### src/rtl/crc_seq_pkg.sv
package crc_seq_pkg;
  localparam logic [15:0] CRC_POLY = 16'h1021;
  localparam logic [15:0] CRC_SEED = 16'hFFFF;

  typedef enum logic [2:0] {
    REG_AUTO   = 3'd0,
    REG_COUNT  = 3'd1,
    REG_CTRL   = 3'd2,
    REG_RES_LO = 3'd3,
    REG_RES_HI = 3'd4
  } reg_sel_e;

  function automatic logic [15:0] crc_byte(logic [15:0] c, logic [7:0] d);
    logic [15:0] r;
    r = c ^ {d, 8'h00};
    for (int i = 0; i < 8; i++) r = r[15] ? ((r << 1) ^ CRC_POLY) : (r << 1);
    return r;
  endfunction
endpackage

### src/rtl/crc_seq_regs.sv
module crc_seq_regs
  import crc_seq_pkg::*;
#(
  parameter int START_W = 5,
  parameter int COUNT_W = 6
) (
  input  logic               clk_i,
  input  logic               rst_ni,
  input  logic               we_i,
  input  logic [2:0]         addr_i,
  input  logic [7:0]         wdata_i,
  input  logic               busy_i,
  input  logic [15:0]        crc_i,
  output logic [7:0]         rdata_o,
  output logic               en_o,
  output logic [START_W-1:0] start_o,
  output logic [COUNT_W-1:0] count_o,
  output logic               trig_o
);
  logic               en_q;
  logic [START_W-1:0] start_q;
  logic [COUNT_W-1:0] count_q;

  // configuration is frozen while a run is active
  always_ff @(posedge clk_i or negedge rst_ni) begin
    if (!rst_ni) begin
      en_q    <= 1'b0;
      start_q <= '0;
      count_q <= '0;
    end else if (we_i && !busy_i) begin
      if (addr_i == REG_AUTO) begin
        en_q    <= wdata_i[7];
        start_q <= wdata_i[START_W-1:0];
      end
      if (addr_i == REG_COUNT) count_q <= wdata_i[COUNT_W-1:0];
    end
  end

  assign trig_o = we_i && (addr_i == REG_CTRL) && en_q && !busy_i;

  always_comb begin
    case (addr_i)
      REG_AUTO:   rdata_o = {en_q, ~busy_i, 1'b0, 5'(start_q)};
      REG_COUNT:  rdata_o = 8'(count_q);
      REG_RES_LO: rdata_o = crc_i[7:0];
      REG_RES_HI: rdata_o = crc_i[15:8];
      default:    rdata_o = 8'h00;
    endcase
  end

  assign en_o    = en_q;
  assign start_o = start_q;
  assign count_o = count_q;
endmodule

### src/rtl/crc_seq_addr.sv
module crc_seq_addr #(
  parameter int ADDR_W  = 16,
  parameter int SECT_W  = 9,
  parameter int START_W = 5,
  parameter int COUNT_W = 6
) (
  input  logic               clk_i,
  input  logic               rst_ni,
  input  logic               load_i,
  input  logic [START_W-1:0] start_i,
  input  logic [COUNT_W-1:0] count_i,
  input  logic               step_i,
  output logic [ADDR_W-1:0]  addr_o,
  output logic               last_o
);
  localparam int SUM_W     = ((START_W > COUNT_W) ? START_W : COUNT_W) + 1;
  localparam int SEC_IDX_W = ADDR_W - SECT_W;
  localparam int LAST_SEC  = (2 ** SEC_IDX_W) - 1;

  logic [SUM_W-1:0]  sum;
  logic [ADDR_W-1:0] first_addr, end_addr, cur_q, end_q;

  assign sum        = SUM_W'(start_i) + SUM_W'(count_i);
  assign first_addr = ADDR_W'({start_i, {SECT_W{1'b0}}});
  // clamp to the top of the address space when the last sector falls off the end
  assign end_addr   = (32'(sum) > 32'(LAST_SEC)) ? {ADDR_W{1'b1}}
                                                 : {SEC_IDX_W'(sum), {SECT_W{1'b1}}};

  always_ff @(posedge clk_i or negedge rst_ni) begin
    if (!rst_ni) begin
      cur_q <= '0;
      end_q <= '0;
    end else if (load_i) begin
      cur_q <= first_addr;
      end_q <= end_addr;
    end else if (step_i) begin
      cur_q <= cur_q + 1'b1;
    end
  end

  assign addr_o = cur_q;
  assign last_o = (cur_q == end_q);
endmodule

### src/rtl/crc_seq_acc.sv
module crc_seq_acc
  import crc_seq_pkg::*;
(
  input  logic        clk_i,
  input  logic        rst_ni,
  input  logic        init_i,
  input  logic        upd_i,
  input  logic [7:0]  data_i,
  output logic [15:0] crc_o
);
  logic [15:0] crc_q;

  always_ff @(posedge clk_i or negedge rst_ni) begin
    if (!rst_ni)     crc_q <= CRC_SEED;
    else if (init_i) crc_q <= CRC_SEED;
    else if (upd_i)  crc_q <= crc_byte(crc_q, data_i);
  end

  assign crc_o = crc_q;
endmodule

### src/rtl/crc_range_seq.sv
module crc_range_seq
  import crc_seq_pkg::*;
#(
  parameter int ADDR_W  = 16,
  parameter int SECT_W  = 9,
  parameter int START_W = 5,
  parameter int COUNT_W = 6
) (
  input  logic              clk_i,
  input  logic              rst_ni,
  input  logic              reg_we_i,
  input  logic [2:0]        reg_addr_i,
  input  logic [7:0]        reg_wdata_i,
  output logic [7:0]        reg_rdata_o,
  output logic              mem_req_o,
  output logic [ADDR_W-1:0] mem_addr_o,
  input  logic              mem_valid_i,
  input  logic [7:0]        mem_rdata_i
);
  logic               busy_q, trig, last, take;
  logic               en_q;
  logic [START_W-1:0] start_q;
  logic [COUNT_W-1:0] count_q;
  logic [15:0]        crc;

  assign take = busy_q && mem_valid_i;

  always_ff @(posedge clk_i or negedge rst_ni) begin
    if (!rst_ni)            busy_q <= 1'b0;
    else if (trig)          busy_q <= 1'b1;
    else if (take && last)  busy_q <= 1'b0;
  end

  crc_seq_regs #(.START_W(START_W), .COUNT_W(COUNT_W)) u_regs (
    .clk_i, .rst_ni,
    .we_i(reg_we_i), .addr_i(reg_addr_i), .wdata_i(reg_wdata_i),
    .busy_i(busy_q), .crc_i(crc), .rdata_o(reg_rdata_o),
    .en_o(en_q), .start_o(start_q), .count_o(count_q), .trig_o(trig)
  );

  crc_seq_addr #(.ADDR_W(ADDR_W), .SECT_W(SECT_W), .START_W(START_W), .COUNT_W(COUNT_W)) u_addr (
    .clk_i, .rst_ni,
    .load_i(trig), .start_i(start_q), .count_i(count_q),
    .step_i(take && !last), .addr_o(mem_addr_o), .last_o(last)
  );

  crc_seq_acc u_acc (
    .clk_i, .rst_ni,
    .init_i(trig), .upd_i(take), .data_i(mem_rdata_i), .crc_o(crc)
  );

  assign mem_req_o = busy_q;
endmodule

### config.mk
export PLATFORM = sky130hd
export DESIGN_NAME = crc_range_seq
export DESIGN_NICKNAME = d
export VERILOG_FILES = /design/src/rtl/crc_seq_pkg.sv /design/src/rtl/crc_seq_regs.sv /design/src/rtl/crc_seq_addr.sv /design/src/rtl/crc_seq_acc.sv /design/src/rtl/crc_range_seq.sv
export SDC_FILE = /design/constraint.sdc
export NUM_CORES = 1
export LEC_CHECK = 0
export BUFFER_PORTS_ARGS = -buffer_cell sky130_fd_sc_hd__buf_4
export CORE_UTILIZATION = 51
export CTS_CLUSTER_SIZE = 14
export DETAILED_ROUTE_END_ITERATION = 6
export PLACE_DENSITY = 0.73
export REMOVE_ABC_BUFFERS = 1
export SLEW_MARGIN = 10
export SYNTH_ARGS = -nofsm -noshare
export SYNTH_HDL_FRONTEND = slang
export SYNTH_SLANG_ARGS = --single-unit
### constraint.sdc
create_clock -name clk_i -period 3.35 [get_ports clk_i]
set_input_delay 0.1675 -clock clk_i [delete_from_list [all_inputs] [get_ports clk_i]]
set_output_delay 0.1675 -clock clk_i [all_outputs]
set_load 0.005 [all_outputs]
-- After elaboration in Yosys (flattened, before gate mapping)
Index checks and enable logic that the tools add are counted.
- reductions and logical operators: 15
- mux-type cells: 15
- bitwise logic cells: 10
- equal/unequal tests: 5
- add/subtract/negate cells: 2
- operator list (cell ; number):
    $mux 13 ; 8
    $mux 16 ; 4
    $pmux 8 s4 ; 1
    $not 3->3 ; 8
    $add 16x1->16 const B ; 1
    $eq 16x16->1 ; 1
    $xor 16x16->16 ; 1
    $add 5x6->7 ; 1
    $logic_and 1x1->1 ; 7
    $eq 3x2->1 const B ; 2
    $reduce_bool 2->1 ; 3
    $reduce_and 2->1 ; 2
    $eq 3x1->1 const B ; 1
    $eq 3x3->1 const B ; 1
    $logic_not 3->1 ; 1
    $logic_not 1->1 ; 2
    $mux 1 ; 2
    $not 1->1 ; 1
- output and inout bits: 25
- input port bits: 23
- flip-flop bits (word level): 61

-- Logic depth before layout (Yosys ltp)
- depth in word-level cells: 19
- gate-level depth with buffers: 8
- mapped depth without buffers: 8

-- Modules after synthesis
From an unflattened synthesis, not the netlist that was laid out.
- cells, all modules: 304
- area total of the unflattened synthesis: 3281.9 µm²
- modules (own cells, without submodules) (module ; cells each ; area each (µm²) ; instances):
    crc_seq_addr ; 152 ; 1435.1 ; 1
    crc_seq_acc ; 80 ; 1038.5 ; 1
    crc_seq_regs ; 67 ; 750.7 ; 1
    crc_range_seq ; 5 ; 57.6 ; 1

-- Worst setup path before layout
Ideal clock, no wire load.
- path kind: reg-to-reg
- from: register u_addr.cur_q[2] (netlist: u_addr.addr_o[2])
- to: register busy_q (netlist: mem_req_o)
- cell stages (with the launch flop): 8
- setup slack: 1.555 ns
- required time: 3.232 ns
- arrival: 1.677 ns
- period minus slack after synthesis: 1.795 ns
- cell sequence: dfrtp_1 > nor4_1 > nand3b_1 > a211oi_2 > buf_6 > buf_12 > nand2_1 > a21o_1
- longest elaborated chain between the ends: 3
- RTL lines (item ; line ; RTL):
    start: declaration ; crc_seq_addr.sv:21 ; logic [ADDR_W-1:0] first_addr, end_addr, cur_q, end_q;
    start signal: assignment ; crc_seq_addr.sv:34 ; cur_q <= first_addr;
    start signal: assignment ; crc_seq_addr.sv:37 ; cur_q <= cur_q + 1'b1;
    $eq 16x16->1 ; crc_seq_addr.sv:42 ; assign last_o = (cur_q == end_q);
    $logic_and 1x1->1 ; crc_range_seq.sv:31 ; else if (take && last) busy_q <= 1'b0;
    $reduce_bool 2->1 (no source line) ; -- ;
    end signal: assignment ; crc_range_seq.sv:29 ; if (!rst_ni) busy_q <= 1'b0;
    end signal: assignment ; crc_range_seq.sv:30 ; else if (trig) busy_q <= 1'b1;
    end signal: assignment ; crc_range_seq.sv:31 ;
    end: declaration ; crc_range_seq.sv:20 ; logic busy_q, trig, last, take;
No other way between the ends.
A chain may end at the register's enable or synchronous reset.

-- Worst setup path in the final report
- from: register u_addr.cur_q[0] (netlist: u_addr.addr_o[0])
- to: register u_addr.cur_q[8] (netlist: u_addr.addr_o[8])
- longest elaborated chain between the ends: 4
- elaborated cells on any way between the ends: 7
- those cells by class: 1 x add/sub; 1 x eq/ne; 2 x mux; 3 x reduce/logical
- RTL lines (item):
    parallel branches: the longest is 4 deep, another holds $add 16x1->16
Several ways; the timed one is not identified. The select of a mux whose other input is x is not followed.

==> out/metrics.yaml <==
outcome:
  status: "finished, violations left"
  failed_checks: "design-rule violations"
floorplanning:
  die_area_mm2: 0.00639
  num_ports: 48
  chipWidth_um: 79.9
  dieHeight_um: 79.9
  core.rowCount: 28
  starting_density_of_the_core_pct: 52.6
  core_area_mm2: 0.00589
synthesis:
  yosys.cell_types.count: 50
  yosys.area.top_type_share_pct: 29.9
  muxShareOfSynthArea_pct: 6.34
  synth_compound_gate_area_share_pct: 16.6
  yosysSeqAreaShare_pct: 43.5
  synth_adder_area_share_pct: 3.07
  synth-async-reset-ratio_pct: 100
  synth_simple_gate_area_share_pct: 16.8
  combinational_family_with_the_most_area_after_synthesis: "simple AND/OR/NAND/NOR gates"
  post_synth.cell_area_avg_um2: 9.89
  synth-main-ff-cell: "dfrtp_1"
  synth_edf_count: 0
  synth-xor-area-share_pct: 10.2
  synth.top_cells.by_area: "dfrtp_1 (30%), dfstp_2 (14%), xnor2_1 (7.4%), mux2_2 (4.7%), o21ai_0 (4.0%)"
  synthCells: 313
  synth_top_area_cell: "dfrtp_1"
  post_synth_instance_area_mm2: 0.00310
  ys_seq_elements: 53
  synthesis.yosys.warnings: 0
global_route:
  gr-total-overflow: 0
  number_of_antenna_violations_at_the_first_check_in_global_routing: 0
  first_global_vias: 2380
  grt_start_max_net_pins: 54
  grt_first_pass_wirelength_um: 11700
  global_route_total_usage_across_every_layer_pct: 23.6
critical_path:
  crit_chain: "and4_2 > nand3_2 > a211oi_2 > buf_4 > or4_2 > a21oi_1"
  end_kind: "register"
  worstSetupStartpointType: "register"
  timing.setup.critical_path_class: "reg2reg"
  critical_path.max_fanout: 13
  critPathRequiredTime_ns: 3.58
  cpPeakStageDelay_ns: 0.61
  crit_slowest_cell: "or4_2"
  worst-endpoint-arrival_ns: 2.22
layout:
  antenna_cells: 0
  layout.cells.most_common_list: "buf_4 (49), dfrtp_1 (37), nand2_1 (30), xnor2_1 (26), o21ai_0 (25)"
  areaGrowthSynthToFinish_pct: 14.9
  fin_nets: 385
  final_instance_area_mm2: 0.00356
  fraction_of_final_layout_cells_sized_beyond_drive_strength_1_pct: 29.8
  final_common_cell: "buf_4"
placement:
  port_buffers: 46
  gp_congestion: 0.822
  detailed_place_hpwl_um: 4910
  placed_area_mm2: 0.00346
pwr:
  pwr_density_cell_mw_per_mm2: 834
  vdd.ir_drop.worst_v: 0.000425
  leakage_uw: 0.00147
clocking:
  htree_num_levels: 2
  cts.reportedPaths.clkPinSlew_ns: 0.10
  cts_root_buf: "clkbuf_8"
  worst_skew_late_latency_ns: 0.31
  cts_tree: "done"
  cts.sinks: 53
  cts_buffers: 5
  clock_path_buffers: 2
sta:
  max_slew.worst_pin.slew_ns: 0.816
  finalSetupViolCount: 0
  timing.hold.ws_ns: 0.0992
  layout_worst_path_cycle_share_pct: 59.5
  max-slew-margin-rel_pct: 45.6
  clock_skew_ns: 0.0168
  timing_hold_violations_final: 0
  finalWorstPathRequiredPeriod_ns: 1.99
  maxClockFrequency_mhz: 502
  fin_tns_setup_ns: 0
  grt_setup_unrepaired: "no"
  timing_max_transition_violations_final: 0
route:
  wire_per_inst_um: 16.1
  totalWireLength_um: 6930
  first_pass_iters: 6
  routed-via-count: 2556
  ant_nets: 0
  topRoutingLayerUsed: "met4"
  met2RoutedLength_um: 3340
  drt_iter0_drc: 163
  routed_via_density: 5.93
  routedLengthMet1_um: 3160
  drc: 1
  routed-wl-met3_um: 320
worst_hold_path:
  min_path_type: "in2reg"
flow_run:
  maxCapViolCount: 0
## cells by family (layout without fill, tap and decap cells)
| kind of cell | count (synthesis) | after routing |
|---|---|---|
| xor+xnor | 36 | 36 |
| fa+ha+maj | 7 | 7 |
| compound gates | 82 | 82 |
| simple gates | 98 | 98 |
| buf+inv | 19 | 62 |
| flops | 53 | 53 |
| mux | 18 | 18 |
## report_power, final
| part | internal (uW) | total [uW] | switching, uW |
|---|---|---|---|
| registers | 978 | 1290 | 312 |
| logic | 680 | 1320 | 644 |
| clock network | 146 | 354 | 208 |
## routing by layer
| layer | vias to the layer above | GRT usage [%] |
|---|---|---|
| met3 | 12 | 4.91 |
| li1 | 1220 | - |
| met4 | 0 | 6.79 |
| met5 | - | 0 |
| met1 | 1244 | 32.5 |
| met2 | 80 | 37.6 |
## what timing repair did
item	CTS	global route
resized for setup	0	0
hold buffers	1	0
setup buffers	0	0
hold endpoints to repair	37	0
## state kept, by name (all words and copies together) (netlist names)
| signal | cells |
|---|---|
| u_acc.crc_o | 16 |
| u_addr.addr_o | 16 |
| u_addr.end_q | 8 |
| u_regs.count_o | 6 |
| u_regs.start_o | 5 |
| mem_req_o | 1 |
| u_regs.en_o | 1 |
## layout make-up
type                    instances  area, um2
clock buffers                   6       72.6
inverters                       4       15.0
well taps                      75       93.8
clock inverters                 2       10.0
multi-input cells             241       1640
flip-flops and latches         53       1350
repair buffers                 50        378
fillers                       533       2330
## Yosys cell counts (5+ instances only)
cell	n
dfstp_2	16
xor2_1	10
nand2_1	30
o31ai_1	8
o21ai_2	5
a21oi_1	23
clkbuf_1	9
o311ai_0	5
o21ai_0	25
xnor2_1	26
nand3_1	8
mux2i_1	5
a31oi_1	5
dfrtp_1	37
nor2_1	13
mux2_2	13
ha_1	6
nand4_1	6
nor3_1	11
## final timing paths
kind                                          end        startpoint  slack (ns)  depth (start not counted)
worst max-delay path             u_addr.addr_o[8]  u_addr.addr_o[0]        1.36                          6
worst min-delay path            u_regs.count_o[5]    reg_wdata_i[5]         0.1                          2
worst max register to register   u_addr.addr_o[8]  u_addr.addr_o[0]        1.36                          6
worst min register to register    u_addr.end_q[9]   u_addr.end_q[9]        0.50                          2
max in group asynchronous        u_addr.end_q[11]            rst_ni        2.45                          2
min in group asynchronous       u_addr.addr_o[15]            rst_ni        0.42                          2
## stage by stage
stage	total power (uW)	util (%)	cells	setup WS, ns
CTS	2980	60.4	431	1.37
global route	3240	60.4	431	1.25
finish	2970	60.4	431	1.36
floorplan	2190	-	298	1.10
detailed placement	2620	58.9	422	1.39
global placement	2570	58.9	422	1.43
## worst max-delay path, delay by kind of cell (launching register included)
family          cells  cell delay [ns]
simple gates        3             1.03
compound gates      2             0.23
buf+inv             1             0.19
flops               1             0.46
No activity file was read; power rests on OpenSTA's default activity.
